<file path="src/rtl/lvl_irq_pkg.sv">
package lvl_irq_pkg;
    localparam int LVL_W = 4;
    typedef logic [LVL_W-1:0] lvl_t;

    // Request output state: quiet or raised toward the core
    typedef enum logic {
        ST_QUIET  = 1'b0,
        ST_RAISED = 1'b1
    } req_state_e;
endpackage

</file>
<file path="src/rtl/lvl_irq_tmap.sv">
// Routes compare-timer match pulses onto their configured interrupt lines.
module lvl_irq_tmap #(
    parameter int NUM_IRQ = 32,
    parameter int NUM_CFG = 24,
    parameter int NUM_TMR = 3,
    parameter int IDX_W   = $clog2(NUM_IRQ)
) (
    input  logic [NUM_TMR-1:0]       tmr_match,
    input  logic [NUM_TMR*IDX_W-1:0] tmr_map,
    output logic [NUM_IRQ-1:0]       tmr_lines
);
    logic [NUM_IRQ-1:0] hit_per_tmr [NUM_TMR];

    for (genvar t = 0; t < NUM_TMR; t++) begin : g_tmr
        always_comb begin
            hit_per_tmr[t] = '0;
            for (int i = 0; i < NUM_CFG; i++) begin
                if (tmr_match[t] && (tmr_map[t*IDX_W +: IDX_W] == IDX_W'(i)))
                    hit_per_tmr[t][i] = 1'b1;
            end
        end
    end

    always_comb begin
        tmr_lines = '0;
        for (int t = 0; t < NUM_TMR; t++)
            tmr_lines = tmr_lines | hit_per_tmr[t];
    end
endmodule

</file>
<file path="src/rtl/lvl_irq_latch.sv">
// Interrupt-set register: level-type bits follow the line, edge-type bits hold.
module lvl_irq_latch #(
    parameter int NUM_IRQ = 32,
    parameter int NUM_CFG = 24
) (
    input  logic               clk,
    input  logic               rst_n,
    input  logic [NUM_IRQ-1:0] req_on,
    input  logic [NUM_IRQ-1:0] edge_type,
    input  logic               clr_en,
    input  logic [NUM_IRQ-1:0] clr_mask,
    output logic [NUM_IRQ-1:0] set_next
);
    localparam logic [NUM_IRQ-1:0] CFG_MASK =
        (NUM_CFG >= NUM_IRQ) ? {NUM_IRQ{1'b1}} : NUM_IRQ'((64'd1 << NUM_CFG) - 64'd1);

    logic [NUM_IRQ-1:0] set_q;
    logic [NUM_IRQ-1:0] clr_vec;
    logic [NUM_IRQ-1:0] held;

    always_comb begin
        clr_vec  = clr_en ? clr_mask : '0;
        held     = set_q & edge_type & ~clr_vec;
        set_next = (req_on | held) & CFG_MASK;
    end

    always_ff @(posedge clk or negedge rst_n) begin
        if (!rst_n) set_q <= '0;
        else        set_q <= set_next;
    end
endmodule

</file>
<file path="src/rtl/lvl_irq_select.sv">
// Finds the highest level above the threshold with an enabled pending member.
module lvl_irq_select
    import lvl_irq_pkg::*;
#(
    parameter int NUM_IRQ    = 32,
    parameter int NUM_LEVELS = 6
) (
    input  logic [NUM_IRQ-1:0]            eff_pend,
    input  logic [NUM_LEVELS*NUM_IRQ-1:0] level_masks,
    input  lvl_t                          cur_level,
    output logic                          found,
    output lvl_t                          found_level
);
    logic [NUM_LEVELS:1] lvl_hit;

    for (genvar l = 1; l <= NUM_LEVELS; l++) begin : g_lvl
        assign lvl_hit[l] = (lvl_t'(l) > cur_level) &&
                            (|(level_masks[(l-1)*NUM_IRQ +: NUM_IRQ] & eff_pend));
    end

    always_comb begin
        found       = 1'b0;
        found_level = '0;
        for (int l = NUM_LEVELS; l >= 1; l--) begin
            if (!found && lvl_hit[l]) begin
                found       = 1'b1;
                found_level = lvl_t'(l);
            end
        end
    end
endmodule

</file>
<file path="src/rtl/lvl_irq_ctrl.sv">
module lvl_irq_ctrl
    import lvl_irq_pkg::*;
#(
    parameter int NUM_IRQ    = 32,
    parameter int NUM_CFG    = 24,
    parameter int NUM_LEVELS = 6,
    parameter int NUM_TMR    = 3,
    localparam int IDX_W     = $clog2(NUM_IRQ)
) (
    input  logic                          clk,
    input  logic                          rst_n,
    input  logic [NUM_IRQ-1:0]            irq_lines,
    input  logic [NUM_IRQ-1:0]            irq_enable,
    input  logic [NUM_IRQ-1:0]            edge_type,
    input  logic [NUM_LEVELS*NUM_IRQ-1:0] level_masks,
    input  logic [LVL_W-1:0]              cur_level,
    input  logic [NUM_TMR-1:0]            tmr_match,
    input  logic [NUM_TMR*IDX_W-1:0]      tmr_map,
    input  logic                          clr_en,
    input  logic [NUM_IRQ-1:0]            clr_mask,
    output logic [LVL_W-1:0]              pend_level,
    output logic                          irq_hard
);
    logic [NUM_IRQ-1:0] tmr_lines;
    logic [NUM_IRQ-1:0] set_next;
    logic [NUM_IRQ-1:0] eff_pend;
    logic               found;
    lvl_t               found_level;
    req_state_e         state_q, state_d;
    lvl_t               level_q;

    lvl_irq_tmap #(
        .NUM_IRQ(NUM_IRQ), .NUM_CFG(NUM_CFG), .NUM_TMR(NUM_TMR), .IDX_W(IDX_W)
    ) u_tmap (
        .tmr_match(tmr_match),
        .tmr_map  (tmr_map),
        .tmr_lines(tmr_lines)
    );

    lvl_irq_latch #(.NUM_IRQ(NUM_IRQ), .NUM_CFG(NUM_CFG)) u_latch (
        .clk      (clk),
        .rst_n    (rst_n),
        .req_on   (irq_lines | tmr_lines),
        .edge_type(edge_type),
        .clr_en   (clr_en),
        .clr_mask (clr_mask),
        .set_next (set_next)
    );

    // Search works on the value being loaded so outputs trail inputs by one edge
    assign eff_pend = set_next & irq_enable;

    lvl_irq_select #(.NUM_IRQ(NUM_IRQ), .NUM_LEVELS(NUM_LEVELS)) u_sel (
        .eff_pend   (eff_pend),
        .level_masks(level_masks),
        .cur_level  (cur_level),
        .found      (found),
        .found_level(found_level)
    );

    always_comb begin
        state_d = state_q;
        unique case (state_q)
            ST_QUIET:  if (found)  state_d = ST_RAISED;  // search_hit
            ST_RAISED: if (!found) state_d = ST_QUIET;   // search_miss
            default:               state_d = ST_QUIET;
        endcase
    end

    always_ff @(posedge clk or negedge rst_n) begin
        if (!rst_n) state_q <= ST_QUIET;
        else        state_q <= state_d;
    end

    always_ff @(posedge clk or negedge rst_n) begin
        if (!rst_n)     level_q <= '0;
        else if (found) level_q <= found_level;
        else            level_q <= '0;
    end

    assign pend_level = level_q;
    assign irq_hard   = (state_q == ST_RAISED);
endmodule

</file>
<file path="config.mk">
export PLATFORM = sky130hd
export DESIGN_NAME = lvl_irq_ctrl
export DESIGN_NICKNAME = d
export VERILOG_FILES = /design/src/rtl/lvl_irq_pkg.sv /design/src/rtl/lvl_irq_tmap.sv /design/src/rtl/lvl_irq_latch.sv /design/src/rtl/lvl_irq_select.sv /design/src/rtl/lvl_irq_ctrl.sv
export SDC_FILE = /design/constraint.sdc
export NUM_CORES = 1
export LEC_CHECK = 0
export BUFFER_PORTS_ARGS = -buffer_cell sky130_fd_sc_hd__buf_2
export CORE_AREA = 2 2 135 137
export DETAILED_ROUTE_END_ITERATION = 7
export DIE_AREA = 0 0 137 139
export PLACE_DENSITY = 0.55
export SLEW_MARGIN = 20
export SYNTH_ARGS = -nofsm -noshare
export SYNTH_HDL_FRONTEND = slang
export SYNTH_SLANG_ARGS = --single-unit
</file>
<file path="constraint.sdc">
create_clock -name clk -period 3.5 [get_ports clk]
set_input_delay 0.35 -clock clk [delete_from_list [all_inputs] [get_ports clk]]
set_output_delay 0.35 -clock clk [all_outputs]
set_load 0.02 [all_outputs]
</file>
==> results.md, run 1 <==
* Outcome: complete, no violations
* Commonest non-fill, non-tap cell in the layout: buf_2
* Syn Inst Count at 399
* CP max-delay cell: a2111oi_0
* CTS Buf Count at 3
* H-tree levels at 1
* CP Capture Type: register
* DR WL/cell at approximately 21 µm
* Nets at ~1,000
* CTS tree: built
* Post-DRT Antenna Nets at 0
* Initial Utilization at 18.35%
* Final Skew at 0.006856 ns
* Rel. slew slack at 27.76%
* Crit path top cell by count: buf_4
* Data required, critical path at 3.67 ns
* Fmax at between 300 and 400 MHz
* Post-Layout Cell Count at 930
* Area of the multi-input gates at 0.002417 mm²
* Storage cell area at between 700 and 800 µm²
* Synth Cell Area at approximately 0.0032 mm²
* Initial drt markers at around 180
* CTS resizes at 0
* Yosys warns at 0
* First-pass GRT wire length at roughly 28 mm
* Syn-to-layout area delta at 60.25%
* Vias in the first global route at roughly 4,700
* Hold Path Class: input port to asynchronous set/reset pin
* CP Data Arrival Time at approximately 3.4 ns
* Worst-skew pair later-pin latency at ~0.28 ns
* Final Setup Violations at 0
* Setup CP Type: input port to register
* IO Count at 350
* Die area at 0.01904 mm²
* Post-CTS Setup Bufs at 0
* Fin area at slightly above 0.005 mm²
* Layout cells sized above 1 at between 40% and 50%
* Max-Cap Viols at 0
* EDFF count, synth at 0
* Most frequent cells in the layout: buf_2, nand2_1, a22oi_1, a21oi_1, buf_4
* Total power at roughly 1.2 mW
* Routed vias at about 4,700
* Post-DP Area at about 0.0051 mm²
* Crit path launch type: input port
* Leak Pwr at approximately 2.4 nW
* Placer congestion estimate at 0.8977
* Synth unique cells at 54
* Clock sink total at 28
* Vias per cell at around 5.0
* WL final at around 20 mm
* I/O Buffers at roughly 270
* Global Route Usage Sum at between 20% and 30%
* Worst-Margin Slew at ~1.1 ns
* Hold Vio Cnt, Final at 0
* Finished Core Util at just under 30%
* Syn Area/Cell at approximately 8 µm²
* Worst-case vdd ir drop at 151.6 µV
* Clk pin slew, worst setup/hold paths at approximately 0.080 ns
* Die Y at roughly 140 µm
* Final worst path period share at roughly 94%
* Placed insts at about 900
* Post-synthesis sequential area ratio at a little over a fifth
* # rows at a little under 50
* Crit path cell chain: buf_2 -> buf_4 -> nand2_2 -> a221oi_2 -> a21oi_1 -> a2111oi_0 -> buf_4 -> nand4_1 -> o31ai_1 -> o41a_1 -> or3b_1
* Syn nets at approximately 740
* Peak fanout along the critical path at 11
* #FFs+latches synth at 28
* Pwr Density at about 240 mW/mm²
* Core Region at approximately 0.018 mm²
* Overflow after GRT at 0
* Drt pass-1 iters at 5
* Number of antenna violations at the first check in global routing at 2
* CTS Hold Bufs at 0
* Top FF cell, synth: dfrtp_1
* DR DRC count at 0
* RSZ-0062 raised after global routing: false
* CP peak stage delay at 0.74 ns
* Async set or reset register ratio after synthesis at between 90% and 100%
* Number of fill cells in the layout at between 1,500 and 2,000
* Crit path time final at about 3.3 ns
* Die W at 137 µm
* Root Buffer: clkbuf_16
* CTS max path bufs at 2
* Largest net degree at the start of global routing at 29
* Max-slew violations at 0
* Setup TNS at 0 ns
* Post-DP HPWL at 17.04 mm
==> logic make-up (layout without fill, tap and decap cells) <==
| family | after synthesis | after routing | synth area share, % |
|---|---|---|---|
| flip-flops | 28 | 28 | 21.63 |
| other | 1 | 2 | 0.1158 |
| AND/OR/NAND/NOR | 170 | 170 | 29.24 |
| buffers and inverters | 27 | 328 | 3.746 |
| AO/OA/AOI/OAI | 173 | 173 | 45.27 |
==> stage by stage <==
step	hold slack, ns	worst slack [ns]
after floorplan	0.05441	1.002
after global placement	0.4702	-0.06850
after detailed placement	0.4674	-0.07029
after CTS	0.1613	0.2203
after global routing	0.1810	0.03793
final	0.1216	0.2228
==> Yosys cell counts, types with 2 or more instances <==
master     count  area, µm²
a2111oi_0      6      52.55
a2111oi_2      4      60.06
a211oi_1      11      82.58
a21boi_0       5      37.54
a21boi_1       4      30.03
a21oi_1       34      170.2
a21oi_2        2      17.52
a221oi_1       7      61.31
a221oi_2      11      165.2
a221oi_4       3      78.83
a22oi_1       34      255.2
a31oi_1       12      75.07
a32oi_1       25      219.0
and2_0        20      125.1
and2_1         5      31.28
and4b_1        5      50.05
and4bb_2       4      50.05
buf_4          3      22.52
dfrtp_1       28      700.7
inv_1         21      78.83
nand2_1       80      300.3
nand2_2        2      12.51
nand3_1       15      75.07
nand4_1        8      50.05
nor2_1         4      15.01
nor2b_1        9      56.30
nor4_1         2      12.51
nor4b_1        3      26.28
nor4bb_1       4      40.04
nor4bb_2       2      32.53
o21ai_0        3      15.01
==> where the power goes <==
part / internal (mW) / leakage [nW] / switching [mW]
sequential: 0.349 / 0.308 / 0.00551
clock: 0.177 / 0.0442 / 0.141
combinational: 0.256 / 2.06 / 0.313
==> critical path, delay by kind of cell <==
family                 cells  cell delay, ns
buffers and inverters      3            0.74
AO/OA/AOI/OAI              5            1.78
AND/OR/NAND/NOR            3            0.56
==> per-layer routing <==
| layer | part of all wire (%) | global-route usage, % | up-vias | routed length [µm] |
|---|---|---|---|---|
| li1 | - | - | 2232 | - |
| met1 | 43 | 26.11 | 2213 | 8354 |
| met4 | 2.7 | 6.999 | 0 | 537 |
| met5 | 0 | 0 | - | 0 |
| met2 | 48 | 32.99 | 214 | 9389 |
| met3 | 6.8 | 3.399 | 29 | 1333 |
==> state kept, by name (all words and copies together) (netlist names) <==
register       cells
irq_hard           1
pend_level         3
u_latch.set_q     24
==> path summary, 6_finish.rpt <==
check,from,endpoint,slack [ns],depth (start not counted)
worst max-delay path,clr_en,irq_hard,0.22,11
worst min-delay path,rst_n,u_latch.set_q[17],0.12,1
worst max register to register,u_latch.set_q[11],irq_hard,0.33,9
worst min register to register,u_latch.set_q[17],u_latch.set_q[17],0.55,2
max in group asynchronous,rst_n,pend_level[1],2.91,1
min in group clk,irq_lines[13],u_latch.set_q[13],0.27,3
==> cell type report <==
type                            count  area share, %
Antenna cell                        1        0.04820
Clock buffer                        4          1.711
Inverter                           21          1.518
Multi-Input combinational cell    344          46.57
Sequential cell                    28          13.50
Tap cell                          229          5.519
Timing Repair Buffer              303          31.14
Note: power is estimated with default switching activity, not from simulation.
==> inputs of run 2 (changes only) <==
SLEW_MARGIN = 25   (was 20)
clock period = 3.3 ns   (was 3.5 ns; I/O delays follow)
==> run 2 against run 1 <==
  * Flip-flop and latch count did not move
  * Wire length is 0.21% lower
  * Largest power group unchanged
  * Die area unchanged
  * Hold slack worse by 0.019 ns
  * Worst setup slack improved by 0.11 ns
  * Design area increased by 3.0%
  * Cell count increased by 2.0%
  * Clock-buffer cell count is 1 lower
  * Utilization up 0.88 points
  * Sequential power is 6.2% higher
  * Clock power shrank 3%
  * Combinational power up 9.5%
==> results.md, run 2 (same netlist as run 1, synthesis figures left out) <==
* Outcome: complete, no violations
* Pint at 0.8214 mW (+5.0%)
* Die area at 0.01904 mm² (unchanged)
* Clock share of power at 23.6% (-2.0 points)
* CP peak stage delay at 0.50 ns (-0.24 ns)
* Placer congestion estimate at 0.9345 (+4.1%)
* Crit path buf inv count at 3 (unchanged)
* I/O Buffers at 268 (unchanged)
* Comb pwr share at 47.6% (+1.8 points)
* H-tree levels at 1 (unchanged)
* DR DRC count at 0 (unchanged)
* Sequential power share at 28.8% (+0.2 points)
* Max reg flops at 24 (unchanged)
* Pwr Density at 244.7 mW/mm² (+2.3%)
* Vias in the first global route at 4,679 (+0.30%)
* Fmax at between 300 and 400 MHz
* Crit path launch type: input port
* R2R setup slack at 0.34 ns (about the same)
* Data required, critical path at 3.46 ns (-0.21 ns)
* Die W at 137 µm (unchanged)
* RSZ-0062 raised after global routing: false
* Max-slew violations at 0 (unchanged)
* Nets at 1,067 (+2.0%)
* Setup CP Type: input port to register
* Psw at 0.4868 mW (+6.0%)
* Reg2reg start: u_latch.set_q[0]
* Switching share of power at 37.21% (+0.21 points)
* Post-DP HPWL at 17.20 mm (+0.93%)
* Worst-skew pair later-pin latency at 0.28 ns (about the same)
* Root Buffer: clkbuf_16
* Vias per cell at 4.969 (-1.4%)
* Crit path time final at 2.970 ns
* Largest net degree at the start of global routing at 29 (unchanged)
* CTS Hold Bufs at 0 (unchanged)
* Hold Path Class: input port to asynchronous set/reset pin
* WL final at 19.57 mm (-0.21%)
* Leak Pwr at 2.513 nW (+4.2%)
* Reg2reg end: irq_hard
* Die Y at 139 µm (unchanged)
* CP delay by family, top: compound AO/OA/AOI/OAI gates
* Initial drt markers at 226 (+24%)
* Finished Core Util at 30.28% (+0.88 points)
* Final Setup Violations at 0 (unchanged)
* CTS tree: built
* CP Data Arrival Time at 3.13 ns (-0.31 ns)
* Hold Vio Cnt, Final at 0 (unchanged)
* Post-Layout Cell Count at 949 (+2.0%)
* Clk pin slew, worst setup/hold paths at 0.08 ns (about the same)
* Worst-Margin Slew at 0.9874 ns (-0.09400 ns)
* DR WL/cell at 20.63 µm (-2.2%)
* Post-CTS Setup Bufs at 0 (unchanged)
* Max-Cap Viols at 0 (unchanged)
* Final Skew at 0.004788 ns (-0.002068 ns)
* Syn-to-layout area delta at 65.04%
* CTS resizes at 0 (unchanged)
* Initial Utilization at 18.35% (unchanged)
* Crit path cell chain: buf_2 -> and2_1 -> buf_4 -> a221oi_2 -> a21oi_1 -> a2111oi_1 -> buf_4 -> nand4_1 -> o31ai_1 -> o41a_1 -> or3b_1
* Placed insts at 946 (+2.3%)
* CP max-delay cell: a2111oi_1
* Post-DRT Antenna Nets at 0 (unchanged)
* Top reg by flops: u_latch.set_q
* Global Route Usage Sum at 19.91% (-0.10 points)
* IO Count at 350 (unchanged)
* # rows at 49 (unchanged)
* Commonest non-fill, non-tap cell in the layout: buf_2
* ANT cells at 0 (-1)
* Final worst path period share at 89.99%
* Routed vias at 4,716 (+0.60%)
* CTS max path bufs at 2 (unchanged)
* Rel. slew slack at 34.04% (+6.3 points)
* Drt pass-1 iters at 5 (unchanged)
* Number of antenna violations at the first check in global routing at 0 (-2)
* Clock sink total at 28 (unchanged)
* Crit path top cell by count: buf_4
* Most frequent cells in the layout: buf_2, nand2_1, buf_4
* Core Region at 0.01766 mm² (unchanged)
* Layout cells sized above 1 at 50.42% (+1.4 points)
* CTS Buf Count at 3 (unchanged)
* First-pass GRT wire length at 27.88 mm (+0.62%)
* Reg2reg path depth at 8 (-1)
* Peak fanout along the critical path at 5 (-6)
* CP Capture Type: register
* Overflow after GRT at 0 (unchanged)
* Worst-case vdd ir drop at 150.1 µV (-0.98%)
-- run 2: how the worst max path moves through the flow --
stage	depth (start not counted)	from	slack, ns	end
floorplan	8	tmr_match[0]	0.82	irq_hard
finish	11	tmr_map[0]	0.33	irq_hard
global placement	11	tmr_map[0]	-0.08	irq_hard
global route	8	u_latch.set_q[0]	0.02	irq_hard
CTS	11	tmr_map[0]	0.15	irq_hard
detailed placement	11	tmr_map[0]	-0.14	irq_hard
-- run 2: layout make-up --
class | count | area (µm²)
Sequential cell | 28 | 700.7
Timing Repair Buffer | 324 | 1787
Tap cell | 229 | 286.5
Multi-Input combinational cell | 344 | 2419
Inverter | 21 | 78.83
Clock buffer | 3 | 75.07
Fill cell | 1948 | 12310
-- run 2: power groups by stage --
stage	clock, mW	combinational [mW]	sequential [mW]
2_1_floorplan	0	0.246	0.389
3_3_place_gp	0	0.621	0.383
3_5_place_dp	0	0.624	0.384
4_1_cts	0.316	0.627	0.377
5_1_grt	0.325	0.682	0.379
6_report	0.309	0.623	0.377
-- run 2: layer usage --
metal	global-route usage (%)	routed length, µm	up-vias	share of wire (%)
li1	-	-	2265	-
met4	5.534	478	0	2.4
met5	0	0	-	0
met1	27.04	8487	2217	43
met3	2.120	1220	26	6.2
met2	33.18	9389	208	48
-- run 2: metrics by stage --
step	power (mW)	setup TNS, ns	hold slack, ns	worst slack [ns]	cell area, µm²
global route	1.386	0	0.1712	0.02046	5346
detailed placement	1.009	-0.1398	0.4548	-0.1398	5270
global placement	1.005	-0.07806	0.4509	-0.07806	5270
CTS	1.320	0	0.1527	0.1513	5345
floorplan	0.6346	0	0.03441	0.8215	3239
finish	1.308	0	0.1022	0.3302	5346
